### config.mk
export PLATFORM = sky130hd
export DESIGN_NAME = cfg_smbus_slave
export DESIGN_NICKNAME = d
export VERILOG_FILES = /design/src/rtl/cfgs_pkg.sv /design/src/rtl/cfgs_line_sync.sv /design/src/rtl/cfgs_regbank.sv /design/src/rtl/cfgs_engine.sv /design/src/rtl/cfg_smbus_slave.sv
export SDC_FILE = /design/constraint.sdc
export NUM_CORES = 1
export LEC_CHECK = 0
export BUFFER_PORTS_ARGS = -buffer_cell sky130_fd_sc_hd__buf_4
export CAP_MARGIN = 25
export CORE_ASPECT_RATIO = 0.75
export CORE_MARGIN = 5
export CORE_UTILIZATION = 45
export CTS_CLUSTER_SIZE = 20
export DETAILED_ROUTE_END_ITERATION = 6
export PLACE_DENSITY = 0.62
export SETUP_SLACK_MARGIN = 0.4
export SLEW_MARGIN = 20
export SYNTH_ARGS = -nofsm -noshare
export SYNTH_HDL_FRONTEND = slang
export SYNTH_SLANG_ARGS = --single-unit
### constraint.sdc
create_clock -name clk -period 6.2 [get_ports clk]
set_input_delay 0 -clock clk [delete_from_list [all_inputs] [get_ports clk]]
set_output_delay 0 -clock clk [all_outputs]
set_load 0.05 [all_outputs]
### src/rtl/cfgs_pkg.sv
package cfgs_pkg;

    typedef enum logic [2:0] {
        PH_IDLE,
        PH_RX,
        PH_RX_ACK,
        PH_TX,
        PH_TX_ACK
    } phase_t;

    typedef enum logic [2:0] {
        RL_ADDR,
        RL_CMD,
        RL_CNT,
        RL_WDATA,
        RL_RCNT,
        RL_RDATA
    } role_t;

    typedef struct packed {
        logic       single;
        logic [1:0] csel;
        logic [4:0] index;
    } cmd_t;

    function automatic logic cmd_ok(input cmd_t c, input int unsigned nregs);
        if (c.csel != 2'b00) return 1'b0;
        if (c.single) return (32'(c.index) < nregs);
        return (c.index == 5'd0);
    endfunction

endpackage

### src/rtl/cfgs_line_sync.sv
module cfgs_line_sync (
    input  logic clk,
    input  logic rst,
    input  logic scl_i,
    input  logic sda_i,
    output logic scl_s,
    output logic sda_s,
    output logic scl_rise,
    output logic scl_fall,
    output logic start_det,
    output logic stop_det
);
    logic scl_m, sda_m, scl_q, sda_q;

    always_ff @(posedge clk) begin
        if (rst) begin
            scl_m <= 1'b1;
            sda_m <= 1'b1;
            scl_s <= 1'b1;
            sda_s <= 1'b1;
            scl_q <= 1'b1;
            sda_q <= 1'b1;
        end else begin
            scl_m <= scl_i;
            sda_m <= sda_i;
            scl_s <= scl_m;
            sda_s <= sda_m;
            scl_q <= scl_s;
            sda_q <= sda_s;
        end
    end

    assign scl_rise  = scl_s & ~scl_q;
    assign scl_fall  = ~scl_s & scl_q;
    assign start_det = scl_s & scl_q & sda_q & ~sda_s;
    assign stop_det  = scl_s & scl_q & ~sda_q & sda_s;

endmodule

### src/rtl/cfgs_regbank.sv
module cfgs_regbank #(
    parameter int          NUM_REGS    = 8,
    parameter int          PTR_W       = 4,
    parameter logic [7:0]  REG_DEFAULT = 8'hFF
) (
    input  logic                  clk,
    input  logic                  rst,
    input  logic                  wr_en,
    input  logic [PTR_W-1:0]      wr_idx,
    input  logic [7:0]            wr_data,
    input  logic [PTR_W-1:0]      rd_idx,
    output logic [7:0]            rd_data,
    output logic [NUM_REGS*8-1:0] regs_flat
);
    localparam logic [PTR_W-1:0] IDX_END = PTR_W'(NUM_REGS);

    logic [7:0] regs [NUM_REGS];

    for (genvar g = 0; g < NUM_REGS; g++) begin : g_reg
        always_ff @(posedge clk) begin
            if (rst) begin
                regs[g] <= REG_DEFAULT;
            end else if (wr_en && (wr_idx == PTR_W'(g))) begin
                regs[g] <= wr_data;
            end
        end
        assign regs_flat[g*8 +: 8] = regs[g];
    end

    always_comb begin
        rd_data = 8'h00;
        for (int i = 0; i < NUM_REGS; i++) begin
            if ((rd_idx < IDX_END) && (rd_idx == PTR_W'(i))) rd_data = regs[i];
        end
    end

endmodule

### src/rtl/cfgs_engine.sv
module cfgs_engine
    import cfgs_pkg::*;
#(
    parameter int         NUM_REGS = 8,
    parameter logic [6:0] DEV_ADDR = 7'h69,
    parameter int         PTR_W    = 4
) (
    input  logic             clk,
    input  logic             rst,
    input  logic             sda_s,
    input  logic             scl_rise,
    input  logic             scl_fall,
    input  logic             start_det,
    input  logic             stop_det,
    input  logic [7:0]       rd_data,
    output logic             sda_oe,
    output logic             wr_en,
    output logic [PTR_W-1:0] wr_idx,
    output logic [7:0]       wr_data,
    output logic [PTR_W-1:0] rd_idx
);
    localparam logic [PTR_W-1:0] PTR_END  = PTR_W'(NUM_REGS);
    localparam logic [7:0]       RD_COUNT = 8'(NUM_REGS);

    phase_t           phase;
    role_t            role;
    logic [3:0]       bitcnt;
    logic [7:0]       shreg;
    logic             cmd_single;
    logic [4:0]       cmd_index;
    logic [PTR_W-1:0] ptr;
    logic [7:0]       remain;
    logic             mack;

    logic             byte_done, in_range, wr_ok, ack_now;
    logic [7:0]       tx_byte;
    cmd_t             cmd_in;

    assign cmd_in    = cmd_t'(shreg);
    assign byte_done = (phase == PH_RX) && scl_fall && (bitcnt == 4'd8);
    assign in_range  = (ptr < PTR_END);
    assign wr_ok     = (remain != 8'd0) && in_range;
    assign tx_byte   = (role == RL_RCNT) ? RD_COUNT : rd_data;

    always_comb begin
        case (role)
            RL_ADDR:  ack_now = (shreg[7:1] == DEV_ADDR);
            RL_CMD:   ack_now = cmd_ok(cmd_in, NUM_REGS);
            RL_CNT:   ack_now = 1'b1;
            RL_WDATA: ack_now = wr_ok;
            default:  ack_now = 1'b0;
        endcase
    end

    assign wr_en   = byte_done && (role == RL_WDATA) && wr_ok;
    assign wr_idx  = ptr;
    assign wr_data = shreg;
    assign rd_idx  = ptr;

    always_ff @(posedge clk) begin
        if (rst) begin
            phase      <= PH_IDLE;
            role       <= RL_ADDR;
            bitcnt     <= 4'd0;
            shreg      <= 8'h00;
            cmd_single <= 1'b0;
            cmd_index  <= 5'd0;
            ptr        <= '0;
            remain     <= 8'd0;
            mack       <= 1'b0;
            sda_oe     <= 1'b0;
        end else if (start_det) begin
            phase  <= PH_RX;
            role   <= RL_ADDR;
            bitcnt <= 4'd0;
            sda_oe <= 1'b0;
        end else if (stop_det) begin
            phase  <= PH_IDLE;
            sda_oe <= 1'b0;
        end else begin
            case (phase)
                PH_RX: begin
                    if (scl_rise && (bitcnt != 4'd8)) begin
                        shreg  <= {shreg[6:0], sda_s};
                        bitcnt <= bitcnt + 4'd1;
                    end else if (byte_done) begin
                        if (ack_now) begin
                            sda_oe <= 1'b1;
                            phase  <= PH_RX_ACK;
                            case (role)
                                RL_ADDR: begin
                                    if (shreg[0]) begin
                                        role <= cmd_single ? RL_RDATA : RL_RCNT;
                                        ptr  <= cmd_single ? PTR_W'(cmd_index) : '0;
                                    end else begin
                                        role <= RL_CMD;
                                    end
                                end
                                RL_CMD: begin
                                    cmd_single <= cmd_in.single;
                                    cmd_index  <= cmd_in.index;
                                    ptr        <= cmd_in.single ? PTR_W'(cmd_in.index) : '0;
                                    remain     <= cmd_in.single ? 8'd1 : 8'd0;
                                    role       <= cmd_in.single ? RL_WDATA : RL_CNT;
                                end
                                RL_CNT: begin
                                    remain <= shreg;
                                    role   <= RL_WDATA;
                                end
                                RL_WDATA: begin
                                    ptr    <= ptr + 1'b1;
                                    remain <= remain - 8'd1;
                                end
                                default: ;
                            endcase
                        end else begin
                            sda_oe <= 1'b0;
                            phase  <= PH_IDLE;
                        end
                    end
                end
                PH_RX_ACK: begin
                    if (scl_fall) begin
                        if ((role == RL_RCNT) || (role == RL_RDATA)) begin
                            shreg  <= tx_byte;
                            sda_oe <= ~tx_byte[7];
                            bitcnt <= 4'd1;
                            phase  <= PH_TX;
                        end else begin
                            sda_oe <= 1'b0;
                            bitcnt <= 4'd0;
                            phase  <= PH_RX;
                        end
                    end
                end
                PH_TX: begin
                    if (scl_fall) begin
                        if (bitcnt == 4'd8) begin
                            sda_oe <= 1'b0;
                            phase  <= PH_TX_ACK;
                        end else begin
                            shreg  <= {shreg[6:0], 1'b0};
                            sda_oe <= ~shreg[6];
                            bitcnt <= bitcnt + 4'd1;
                        end
                    end
                end
                PH_TX_ACK: begin
                    if (scl_rise) begin
                        mack <= ~sda_s;
                        if (!sda_s) begin
                            if (role == RL_RCNT) role <= RL_RDATA;
                            else if (in_range)   ptr  <= ptr + 1'b1;
                        end
                    end else if (scl_fall) begin
                        if (mack) begin
                            shreg  <= tx_byte;
                            sda_oe <= ~tx_byte[7];
                            bitcnt <= 4'd1;
                            phase  <= PH_TX;
                        end else begin
                            phase  <= PH_IDLE;
                        end
                    end
                end
                default: ;
            endcase
        end
    end

endmodule

### src/rtl/cfg_smbus_slave.sv
module cfg_smbus_slave #(
    parameter int         NUM_REGS    = 8,
    parameter logic [6:0] DEV_ADDR    = 7'h69,
    parameter logic [7:0] REG_DEFAULT = 8'hFF
) (
    input  logic                  clk,
    input  logic                  rst,
    input  logic                  scl_i,
    input  logic                  sda_i,
    output logic                  sda_oe,
    output logic [NUM_REGS*8-1:0] out_en
);
    localparam int PTR_W = $clog2(NUM_REGS) + 1;

    logic             scl_s, sda_s, scl_rise, scl_fall, start_det, stop_det;
    logic             wr_en;
    logic [PTR_W-1:0] wr_idx, rd_idx;
    logic [7:0]       wr_data, rd_data;

    cfgs_line_sync u_sync (
        .clk       (clk),
        .rst       (rst),
        .scl_i     (scl_i),
        .sda_i     (sda_i),
        .scl_s     (scl_s),
        .sda_s     (sda_s),
        .scl_rise  (scl_rise),
        .scl_fall  (scl_fall),
        .start_det (start_det),
        .stop_det  (stop_det)
    );

    cfgs_engine #(
        .NUM_REGS (NUM_REGS),
        .DEV_ADDR (DEV_ADDR),
        .PTR_W    (PTR_W)
    ) u_engine (
        .clk       (clk),
        .rst       (rst),
        .sda_s     (sda_s),
        .scl_rise  (scl_rise),
        .scl_fall  (scl_fall),
        .start_det (start_det),
        .stop_det  (stop_det),
        .rd_data   (rd_data),
        .sda_oe    (sda_oe),
        .wr_en     (wr_en),
        .wr_idx    (wr_idx),
        .wr_data   (wr_data),
        .rd_idx    (rd_idx)
    );

    cfgs_regbank #(
        .NUM_REGS    (NUM_REGS),
        .PTR_W       (PTR_W),
        .REG_DEFAULT (REG_DEFAULT)
    ) u_regs (
        .clk       (clk),
        .rst       (rst),
        .wr_en     (wr_en),
        .wr_idx    (wr_idx),
        .wr_data   (wr_data),
        .rd_idx    (rd_idx),
        .rd_data   (rd_data),
        .regs_flat (out_en)
    );

endmodule

# After elaboration in Yosys (flattened, before gate mapping)
# Memory sizes are Yosys's and may differ from the RTL's.
# Index checks and enable logic that the tools add are counted.
dict set report op_classes {
  n_reduce_logical 44
  add_sub_neg 3
  n_bitwise 24
  muxes 120
  order_cmp 2
  n_eq_ne 46
}
# operator count
set op_table {}
lappend op_table {{$mux W8} 25}
lappend op_table {{$mux W4} 17}
lappend op_table {{$mux W1} 51}
lappend op_table {{$mux W3} 14}
lappend op_table {{$pmux W8 S4} 1}
lappend op_table {{$pmux W8 S3} 1}
lappend op_table {{$reduce_and A8 Y1} 3}
lappend op_table {{$logic_and A1 B1 Y1} 22}
lappend op_table {{$ne A2 B1 Y1 const B} 11}
lappend op_table {{$ne A4 B3 Y1 const B} 5}
lappend op_table {{$ne A4 B4 Y1 const B} 5}
lappend op_table {{$reduce_and A9 Y1} 2}
lappend op_table {{$eq A4 B3 Y1 const B} 4}
lappend op_table {{$pmux W4 S4} 1}
lappend op_table {{$reduce_and A7 Y1} 2}
lappend op_table {{$eq A3 B2 Y1 const B} 4}
lappend op_table {{$ne A2 B2 Y1 const B} 6}
lappend op_table {{$pmux W3 S4} 1}
lappend op_table {{$pmux W4 S3} 1}
lappend op_table {{$reduce_and A12 Y1} 1}
lappend op_table {{$reduce_and A11 Y1} 1}
lappend op_table {{$eq A3 B3 Y1 const B} 3}
lappend op_table {{$not A1 Y1} 9}
lappend op_table {{$pmux W3 S3} 1}
lappend op_table {{other kinds (28)} 48}
dict set report totals {
  memories 1
  input_bits 4
  mem_bits_rw 64
  ff_bits 43
}
# name depth word_bits rd rd_clocked_by_memory_dff wr line
set memory_table {}
lappend memory_table {u_regs.regs 8 8 8 0 8 cfgs_regbank.sv:17} ;# logic [7:0] regs [NUM_REGS];

# Depth between registers and ports, before layout
# Gate-level depths: netlist of the first run.
dict set report logic_depth {
  depth_word 16
  mapped_depth 10
  mapped_depth_nobuf 7
}

# By module
# Synthesis of the first run repeated with hierarchy kept, for this count alone.
dict set report hier_totals {
  cells_unflattened 577
  hier_area_um2 5818.1
}
# module seq_area_each_um2 instances area_per_inst_um2 cells_each
set modules_own_cells {}
lappend modules_own_cells {cfgs_regbank 1921.8 1 3263.1 261}
lappend modules_own_cells {cfgs_engine 740.7 1 2364.8 300}
lappend modules_own_cells {cfgs_line_sync 120.1 1 190.2 16}

# Worst setup path before layout of the first run
# Ideal clock, no wire load.
dict set report synth_timing {
  path_kind {reg-to-reg}
  startpoint {reg u_engine.ptr[0] (netlist: u_engine.rd_idx[0])}
  endpoint {mem u_regs.regs[6][0] (netlist: u_regs.regs[1][16]) (enable)}
  path_slack_ps 3809
  path_stages_with_launch 7
  period_less_slack_ps 2391
  n_path_buf 2
  t_required_ps 5813
  arrival_time_ps 2004
  cell_sequence {dfxtp_1 > inv_1 > ha_1 > clkbuf_1 > clkbuf_1 > inv_1 > o31ai_1}
}
# element line
set synth_lines {}
lappend synth_lines {{start: declaration} cfgs_engine.sv:31} ;# logic [PTR_W-1:0] ptr;
lappend synth_lines {{start signal: assignment} cfgs_engine.sv:94} ;# ptr <= cmd_single ? PTR_W'(cmd_index) : '0;
lappend synth_lines {{start signal: assignment} cfgs_engine.sv:102} ;# ptr <= cmd_in.single ? PTR_W'(cmd_in.index) : '0;
lappend synth_lines {{start signal: assignment} cfgs_engine.sv:111} ;# ptr <= ptr + 1'b1;
lappend synth_lines {{end: declaration} cfgs_regbank.sv:17}

==> results.toml, run 1 <==
[outcome]
status = "finished, final reports clean"

[placed_design]
dp_hpwl_mm = 12.9
placed_cells = 808
port_buffers = 68
gp_congestion = 0.888

[detailed_routing]
routed_wl_mm = 18.2
drtAntennaViolNets = 0
viasPerCell = 6.34
first_pass_iters = 5
vias = 5240
drt_iter0_drc = 576
drc = 0
wl_per_cell_um = 22.1

[timing]
hold_viol = 0
setup_violations = 0
tightest_slew_ns = 1.02
min_period_over_period_pct = 50.9
clock.fmax_mhz = 317
drv_slew = 0
relSlewSlack_pct = 32.0
skew_ns = 0.00603
period_needed_ns = 3.15
rsz0062_at_grt = "no"
tns_ns = 0

[cells_and_area]
area_growth_pct = 14.8
final_core_util_pct = 52.2
final_cell_mix = "71 x buf_4, 64 x edfxtp_1, 49 x nand2_1"
drive_above_1_share_pct = 19.5
fin_nets = 661
diodes = 0
mostFrequentLayoutCell = "buf_4"
stdcell_count = 826

[yosys]
synthDistinctLibCells = 68
synthTopCellsByArea = "edfxtp_1 33%, dfxtp_1 15%, or2_2 3.3%, nand2_1 3.1%, a21oi_1 2.9%"
syn_area_per_cell_um2 = 9.49
yosys_warnings = 0
ys_seq_area_share_pct = 47.5
synthFlopType = "edfxtp_1"
ys_ff_latch = 107
synth_top_area_share_pct = 32.8
synthesis.nets = 628
synth_edf_count = 64
syn_area_um2 = 5850
synth-async-reset-ratio_pct = 0
synth_area_leader_cell = "edfxtp_1"
synthCells = 617

[worst_setup_path]
slowest_delay_ns = 0.81
crit_arrival_ns = 3.25
worst_path_max_delay_cell = "nor4_4"
path_cells = "or3b_1 > or3_1 > nor4_4 > nand2_1 > or2_1"
critPathBufInv = 0
cp-end-kind = "flip-flop"
setup.worst_path.start_class = "flip-flop"
cp_max_fo = 17
critical-path-top-delay-family = "simple AND/OR/NAND/NOR gates"
required_ns = 6.30
worstSetupPathType = "flip-flop to flip-flop"

[cts]
clk_root_buffer_cell = "clkbuf_16"
post_cts_buffers = 0
hold_buffers = 2
cts_buffers = 9
htreeDepth = 3
clk_pin_slew_ns = 0.07
post_cts_resized = 0
clock-sinks = 107
tritoncts = "yes"
insertion_delay_ns = 0.35
clock_path_buffers = 2

[run]
max-cap-violations = 0

[power_and_ir_drop]
ir_drop_uv = 129
power_frac_comb_pct = 2.4
power_frac_seq_pct = 56.1
p_per_area_nw_per_um2 = 201
clockPowerShare_pct = 41.5
power.switching_mw = 0.306
p_int_mw = 1.04
power_leakage_nw = 2.01
p_sw_share_pct = 22.7

[grt]
grt_pass1_wl_mm = 28.0
grt_start_max_net_pins = 40
grt_usage_pct = 23.8
overflow = 0
antenna_found_initial = 0
grt_pass1_vias = 4761

[floorplanning]
io_pins = 69
chipWidth_um = 142
die-area_um2 = 15400
die_h_um = 109
core-area_um2 = 12900
initial_core_util_pct = 45.4
rows = 36

[min_path]
hp-class = "primary input to flip-flop"
-- sequential cells by signal (all words and copies together) (netlist names), 3 cells and up --
signal              flops
u_engine.role           3
u_engine.cmd_index      4
u_regs.regs            64
u_engine.bitcnt         4
u_engine.phase          3
u_engine.rd_idx         4
u_engine.wr_data        8
u_engine.remain         8
-- through the flow --
step	instance area (um^2)	power, mW	hold WS [ns]	worst slack [ns]
final	6720	1.35	0.110	3.05
after global routing	6720	1.39	0.116	2.88
after CTS	6700	1.36	0.0954	3.00
after detailed placement	6390	0.804	0.188	3.01
after global placement	6390	0.803	0.184	3.14
after floorplan	5850	0.794	0.104	3.81
-- power groups by stage --
stage               registers, mW  logic [mW]  clock network [mW]
finish                      0.757      0.0327               0.559
global route                0.757      0.0358               0.597
CTS                         0.756      0.0320               0.568
detailed placement          0.773      0.0309                   0
global placement            0.773      0.0304                   0
floorplan                   0.769      0.0245                   0
-- area by class of cell --
cell class / instances / area, um^2
Fill cell: 1189 / 6160
Multi-Input combinational cell: 438 / 2810
Sequential cell: 107 / 2780
Timing Repair Buffer: 73 / 553
Clock buffer: 9 / 225
Tap cell: 171 / 214
Inverter: 21 / 78.8
Clock inverter: 7 / 60.1
-- final timing paths --
| check | from | endpoint | slack (ns) | cells past startpoint |
|---|---|---|---|---|
| setup / recovery | u_engine.phase[0] | u_regs.regs[1][13] | 3.05 | 5 |
| hold / removal | rst | u_engine.cmd_index[0] | 0.11 | 2 |
| setup reg to reg | u_engine.phase[0] | u_regs.regs[1][13] | 3.05 | 5 |
| hold reg to reg | u_sync.sda_m | u_sync.sda_s | 0.41 | 1 |
-- routing by layer --
| layer | up-vias | share of wire (%) | global-route usage (%) |
|---|---|---|---|
| li1 | 2371 | - | - |
| met1 | 2551 | 45 | 36.0 |
| met2 | 297 | 42 | 33.6 |
| met3 | 21 | 12 | 6.44 |
| met4 | 0 | 1.5 | 6.03 |
| met5 | - | 0 | 0 |
-- synth_stat cells, types with 6 or more instances --
cell / instances
a21oi_1: 34
nand3b_1: 7
nor2_1: 33
a22oi_1: 11
or2_1: 22
nor2b_1: 15
a32oi_1: 6
nand2b_1: 18
o311ai_0: 6
clkbuf_1: 42
inv_1: 20
nor3_1: 11
nand2_1: 49
a211oi_1: 9
or2_2: 31
edfxtp_1: 64
o211ai_1: 12
a311oi_1: 12
nand3_1: 34
o31ai_1: 10
ha_1: 7
o21ai_0: 23
a31oi_1: 8
dfxtp_1: 43
-- cell families after synthesis --
logic type               synth area share [%]
AND/OR/NAND/NOR                          23.6
adder cells (fa/ha/maj)                  1.50
buffers and inverters                    4.92
AO/OA/AOI/OAI                            21.3
multiplexers                            0.534
flip-flops                               47.5
XOR/XNOR                                0.599
Power figures use the tool's default switching activity.
==> run 2, diff against run 1 <==
--- a/config.mk
+++ b/config.mk
@@ -12,7 +12,7 @@
 export CORE_UTILIZATION = 45
 export CTS_CLUSTER_SIZE = 20
 export DETAILED_ROUTE_END_ITERATION = 6
-export PLACE_DENSITY = 0.62
+export PLACE_DENSITY = 0.65
 export SETUP_SLACK_MARGIN = 0.4
 export SLEW_MARGIN = 20
 export SYNTH_ARGS = -nofsm -noshare
==> constraint.sdc (replaced) <==
create_clock -name clk -period 2.52 [get_ports clk]
set_input_delay 0 -clock clk [delete_from_list [all_inputs] [get_ports clk]]
set_output_delay 0 -clock clk [all_outputs]
set_load 0.05 [all_outputs]
==> results.toml, run 2 (synthesized netlist as in run 1, its figures left out) <==
[power_and_ir_drop]
power_frac_seq_pct = 54.4
ir_drop_uv = 396
p_int_mw = 2.66
clockPowerShare_pct = 42.4
power_frac_comb_pct = 3.2
p_sw_share_pct = 21.9
power_leakage_nw = 2.49
p_per_area_nw_per_um2 = 445
power.switching_mw = 0.747

[grt]
grt_usage_pct = 25.1
grt_pass1_wl_mm = 29.5
antenna_found_initial = 0
grt_start_max_net_pins = 40
grt_pass1_vias = 5113
overflow = 0

[timing]
clock.fmax_mhz = 463
relSlewSlack_pct = 55.3
hold_viol = 0
period_needed_ns = 2.16
tightest_slew_ns = 0.662
setup_violations = 0
tns_ns = 0
skew_ns = 0.0135
fin_ws_ns = 0.362
min_period_over_period_pct = 85.6
drv_slew = 0
rsz0062_at_grt = "yes"
worst_hold_slack_ns = 0.113

[worst_setup_path]
cp-end-kind = "flip-flop"
worst_path_max_delay_cell = "or3_4"
critical-path-top-delay-family = "simple AND/OR/NAND/NOR gates"
worstSetupPathType = "flip-flop to flip-flop"
path_cells = "inv_2 > ha_4 > nand3b_1 > or3_4 > nor4_4 > buf_12 > buf_4 > buf_4 > nand3_1"
cp_max_fo = 7
setup.worst_path.start_class = "flip-flop"
r2r-start = "u_engine.bitcnt[1]"
reg2reg_to = "u_regs.regs[1][2]"
ff2ff_path_depth = 9
rrSetupSlack_ns = 0.36
path_common_cell = "buf_4"
slowest_delay_ns = 0.46
crit_arrival_ns = 2.25
critPathBufInv = 4
required_ns = 2.61

[run]
max-cap-violations = 0

[detailed_routing]
routed_wl_mm = 19.7
drt_iter0_drc = 879
drc = 0
first_pass_iters = 6
drtAntennaViolNets = 0
wl_per_cell_um = 22.1
vias = 5643
viasPerCell = 6.33

[cts]
clk_pin_slew_ns = 0.07
htreeDepth = 3
tritoncts = "yes"
clock-sinks = 107
clk_root_buffer_cell = "clkbuf_16"
cts_buffers = 9
insertion_delay_ns = 0.36
clock_path_buffers = 2

[cells_and_area]
final_cell_mix = "124 x buf_4, 64 x edfxtp_1, 39 x nand2_1"
largest_register_ffs = 64
mostFrequentLayoutCell = "buf_4"
fin_nets = 726
final-seq-area_um2 = 2800
diodes = 0
drive_above_1_share_pct = 34.9
nFillCells = 1107
regMostFlops = "u_regs.regs"
area_growth_pct = 30.8
multi_input_area_um2 = 3140

[min_path]
min_path_cells = 2
hp-start = "rst"
hp-class = "primary input to flip-flop"
worstHoldEndpoint = "u_engine.cmd_index[0]"

[floorplanning]
rows = 36
initial_core_util_pct = 45.4
die_h_um = 109
io_pins = 69
die-area_um2 = 15400
chipWidth_um = 142
core-area_um2 = 12900

[placed_design]
pre_cts_slack_ns = 0.105
gp_congestion = 0.938
dp_hpwl_mm = 13.6
port_buffers = 68

[outcome]
status = "finished, final reports clean"
-- run 2: changes by cell type in the layout (fill, tap and decap cells not counted), sizes merged --
cell	delta
clkinv	+1
buf	+64
inv	-3
clkinvlp	+1
bufbuf	+1
bufinv	+1
-- run 2: worst max-delay path by stage --
stage	start	end	cells after the start
after floorplan	u_engine.remain[0]	u_regs.regs[1][0]	6
after global placement	u_engine.remain[0]	u_regs.regs[0][13]	7
after detailed placement	u_engine.remain[0]	u_regs.regs[0][13]	7
after CTS	u_engine.bitcnt[1]	u_regs.regs[1][17]	8
after global routing	u_engine.bitcnt[1]	u_regs.regs[1][17]	8
final	u_engine.bitcnt[1]	u_regs.regs[1][2]	9
-- run 2: layout make-up --
| class | instances | share of cell area [%] |
|---|---|---|
| Timing Repair Buffer | 138 | 14.8 |
| Multi-Input combinational cell | 438 | 41.0 |
| Clock buffer | 9 | 2.94 |
| Sequential cell | 107 | 36.5 |
| Clock inverter | 7 | 0.964 |
| Inverter | 21 | 1.08 |
| Tap cell | 171 | 2.79 |
-- run 2: power by group through the flow --
stage	sequential [mW]	combinational [mW]	clock, mW
3_5_place_dp	1.90	0.0965	0
2_1_floorplan	1.89	0.0631	0
4_1_cts	1.86	0.101	1.46
3_3_place_gp	1.90	0.0944	0
6_report	1.86	0.109	1.45
5_1_grt	1.86	0.116	1.54
-- run 2: layer usage --
layer  wire length (um)  global-route usage (%)  share of wire [%]  vias to the layer above
li1                   -                       -                  -                     2503
met3               2330                    5.39                 12                       36
met4                367                    6.78                1.9                        0
met5                  0                       0                  0                        -
met2               8480                    36.7                 43                      373
met1               8530                    37.6                 43                     2731
-- run 2: timing repair --
action,4_1_cts,5_1_grt
hold buffers,2,0
cloned,1,2
setup endpoints to repair,137,147
gates resized for setup,51,60
pin swaps,13,9
endpoints found under the hold margin,2,0
buffers inserted,15,5
-- run 2: stage by stage --
| step | cell area (um^2) | total power [mW] | cells | util, % |
|---|---|---|---|---|
| final | 7660 | 3.41 | 891 | 59.5 |
| after global placement | 6760 | 1.99 | 850 | 52.5 |
| after detailed placement | 6760 | 1.99 | 850 | 52.5 |
| after CTS | 7370 | 3.42 | 884 | 57.2 |
| after global routing | 7660 | 3.51 | 891 | 59.5 |
| after floorplan | 5900 | 1.96 | 617 | - |
==> run 3, diff against run 2 <==
--- a/config.mk
+++ b/config.mk
@@ -9,10 +9,10 @@
 export CAP_MARGIN = 25
 export CORE_ASPECT_RATIO = 0.75
 export CORE_MARGIN = 5
-export CORE_UTILIZATION = 45
+export CORE_UTILIZATION = 31
 export CTS_CLUSTER_SIZE = 20
 export DETAILED_ROUTE_END_ITERATION = 6
-export PLACE_DENSITY = 0.65
+export PLACE_DENSITY = 0.47
 export SETUP_SLACK_MARGIN = 0.4
 export SLEW_MARGIN = 20
 export SYNTH_ARGS = -nofsm -noshare
==> results.toml, run 3 (synthesized netlist as in run 1, its figures left out) <==
[floorplanning]
die_h_um = 129
io_pins = 69
core-area_um2 = 18500
die-area_um2 = 21800
chipWidth_um = 169
initial_core_util_pct = 31.6
rows = 43

[grt]
overflow = 0
grt_usage_pct = 19.3
grt_pass1_wl_mm = 32.2
grt_start_max_net_pins = 40
antenna_found_initial = 0
grt_pass1_vias = 5271

[worst_setup_path]
path_cells = "inv_4 > ha_4 > nand3b_1 > or3_4 > nor4_4 > buf_12 > buf_4 > nand3_1"
slowest_delay_ns = 0.42
required_ns = 2.62
setup.worst_path.start_class = "flip-flop"
crit_arrival_ns = 2.27
worst_path_max_delay_cell = "or3_4"
worstSetupPathType = "flip-flop to flip-flop"
cp_max_fo = 7
cp-end-kind = "flip-flop"

[cts]
clk_root_buffer_cell = "clkbuf_16"
clk_pin_slew_ns = 0.08
insertion_delay_ns = 0.36
htreeDepth = 3
tritoncts = "yes"
clock-sinks = 107
cts_buffers = 9
clock_path_buffers = 2

[run]
max-cap-violations = 0

[power_and_ir_drop]
p_per_area_nw_per_um2 = 428
power_leakage_nw = 2.60
ir_drop_uv = 265
p_total_mw = 3.38

[placed_design]
pre_cts_slack_ns = 0.0940
dp_hpwl_mm = 15.3
port_buffers = 68
dpl_cell_area_um2 = 6930
gp_congestion = 0.845

[timing]
hold_viol = 0
setup_violations = 0
fin_ws_ns = 0.350
skew_ns = 0.0116
tightest_slew_ns = 0.611
clock.fmax_mhz = 461
period_needed_ns = 2.17
rsz0062_at_grt = "yes"
tns_ns = 0
drv_slew = 0
relSlewSlack_pct = 59.0
min_period_over_period_pct = 86.1

[min_path]
hp-class = "primary input to flip-flop"

[outcome]
status = "finished, final reports clean"

[cells_and_area]
regMostFlops = "u_regs.regs"
largest_register_ffs = 64
final_cell_mix = "133 x buf_4, 64 x edfxtp_1, 40 x nand2_1"
design_area_um2 = 7910
drive_above_1_share_pct = 35.3
diodes = 0
area_growth_pct = 35.1
mostFrequentLayoutCell = "buf_4"
fin_nets = 739
nFillCells = 1847

[detailed_routing]
wl_per_cell_um = 21.9
drtAntennaViolNets = 0
first_pass_iters = 5
vias = 5488
viasPerCell = 5.60
drc = 0
routed_wl_mm = 21.4
drt_iter0_drc = 566
[run 3: changes by cell type in the layout (fill, tap and decap cells not counted), sizes merged]
cell / previous run / this run
bufbuf: 1 / 0
buf: 135 / 149
bufinv: 1 / 0
inv: 21 / 22
clkinvlp: 2 / 1
clkinv: 4 / 5
[run 3: final timing paths]
kind                 startpoint  depth (start not counted)  slack (ns)               endpoint
min reg2reg        u_sync.sda_m                          1        0.41           u_sync.sda_s
max reg2reg  u_engine.bitcnt[0]                          8        0.35     u_regs.regs[1][24]
min                         rst                          2        0.13  u_engine.cmd_index[2]
max          u_engine.bitcnt[0]                          8        0.35     u_regs.regs[1][24]
[run 3: per-layer routing]
layer  vias to the layer above  global-route usage, %  share of wire, %
li1                       2519                      -                 -
met5                         -                      0                 0
met1                      2742                   30.1                49
met2                       207                   27.6                42
met4                         0                   4.20               1.2
met3                        20                   4.00               8.1
[run 3: metrics by stage]
stage               hold WS [ns]  instances  utilization [%]
floorplan                  0.104        617                -
global placement           0.186        935             37.5
detailed placement         0.189        935             37.5
CTS                        0.114        971             41.3
global route               0.141        980             42.7
finish                     0.129        980             42.7
[run 3: final cells by class]
| type | instances | area [um^2] | area share (%) |
|---|---|---|---|
| repair buffers | 151 | 1240 | 15.6 |
| multi-input cells | 438 | 3190 | 40.3 |
| inverters | 21 | 85.1 | 1.08 |
| clock buffers | 9 | 225 | 2.85 |
| clock inverters | 7 | 60.1 | 0.759 |
| well taps | 247 | 309 | 3.91 |
| flip-flops and latches | 107 | 2800 | 35.5 |
[run 3: power by group]
group	internal [mW]	leakage, nW	switching (mW)
Clock	0.690	0.142	0.718
Sequential	1.85	0.786	0.00640
Combinational	0.0470	1.67	0.0740
Total	2.58	2.60	0.798
[run 3: what timing repair did]
| action | CTS | global route |
|---|---|---|
| endpoints found under the setup margin | 140 | 144 |
| endpoints found under the hold margin | 2 | 0 |
| gates resized for setup | 88 | 44 |
| hold buffers | 2 | 0 |
| setup buffers | 18 | 8 |
| gates cloned | 0 | 1 |
| pin swaps | 13 | 11 |
[run 3: worst max-delay path, delay by kind of cell, from the launching register on]
family                   cells  cell delay (ns)
buffers and inverters        3             0.42
flip-flops                   1             0.36
AND/OR/NAND/NOR              4             0.99
adder cells (fa/ha/maj)      1             0.13
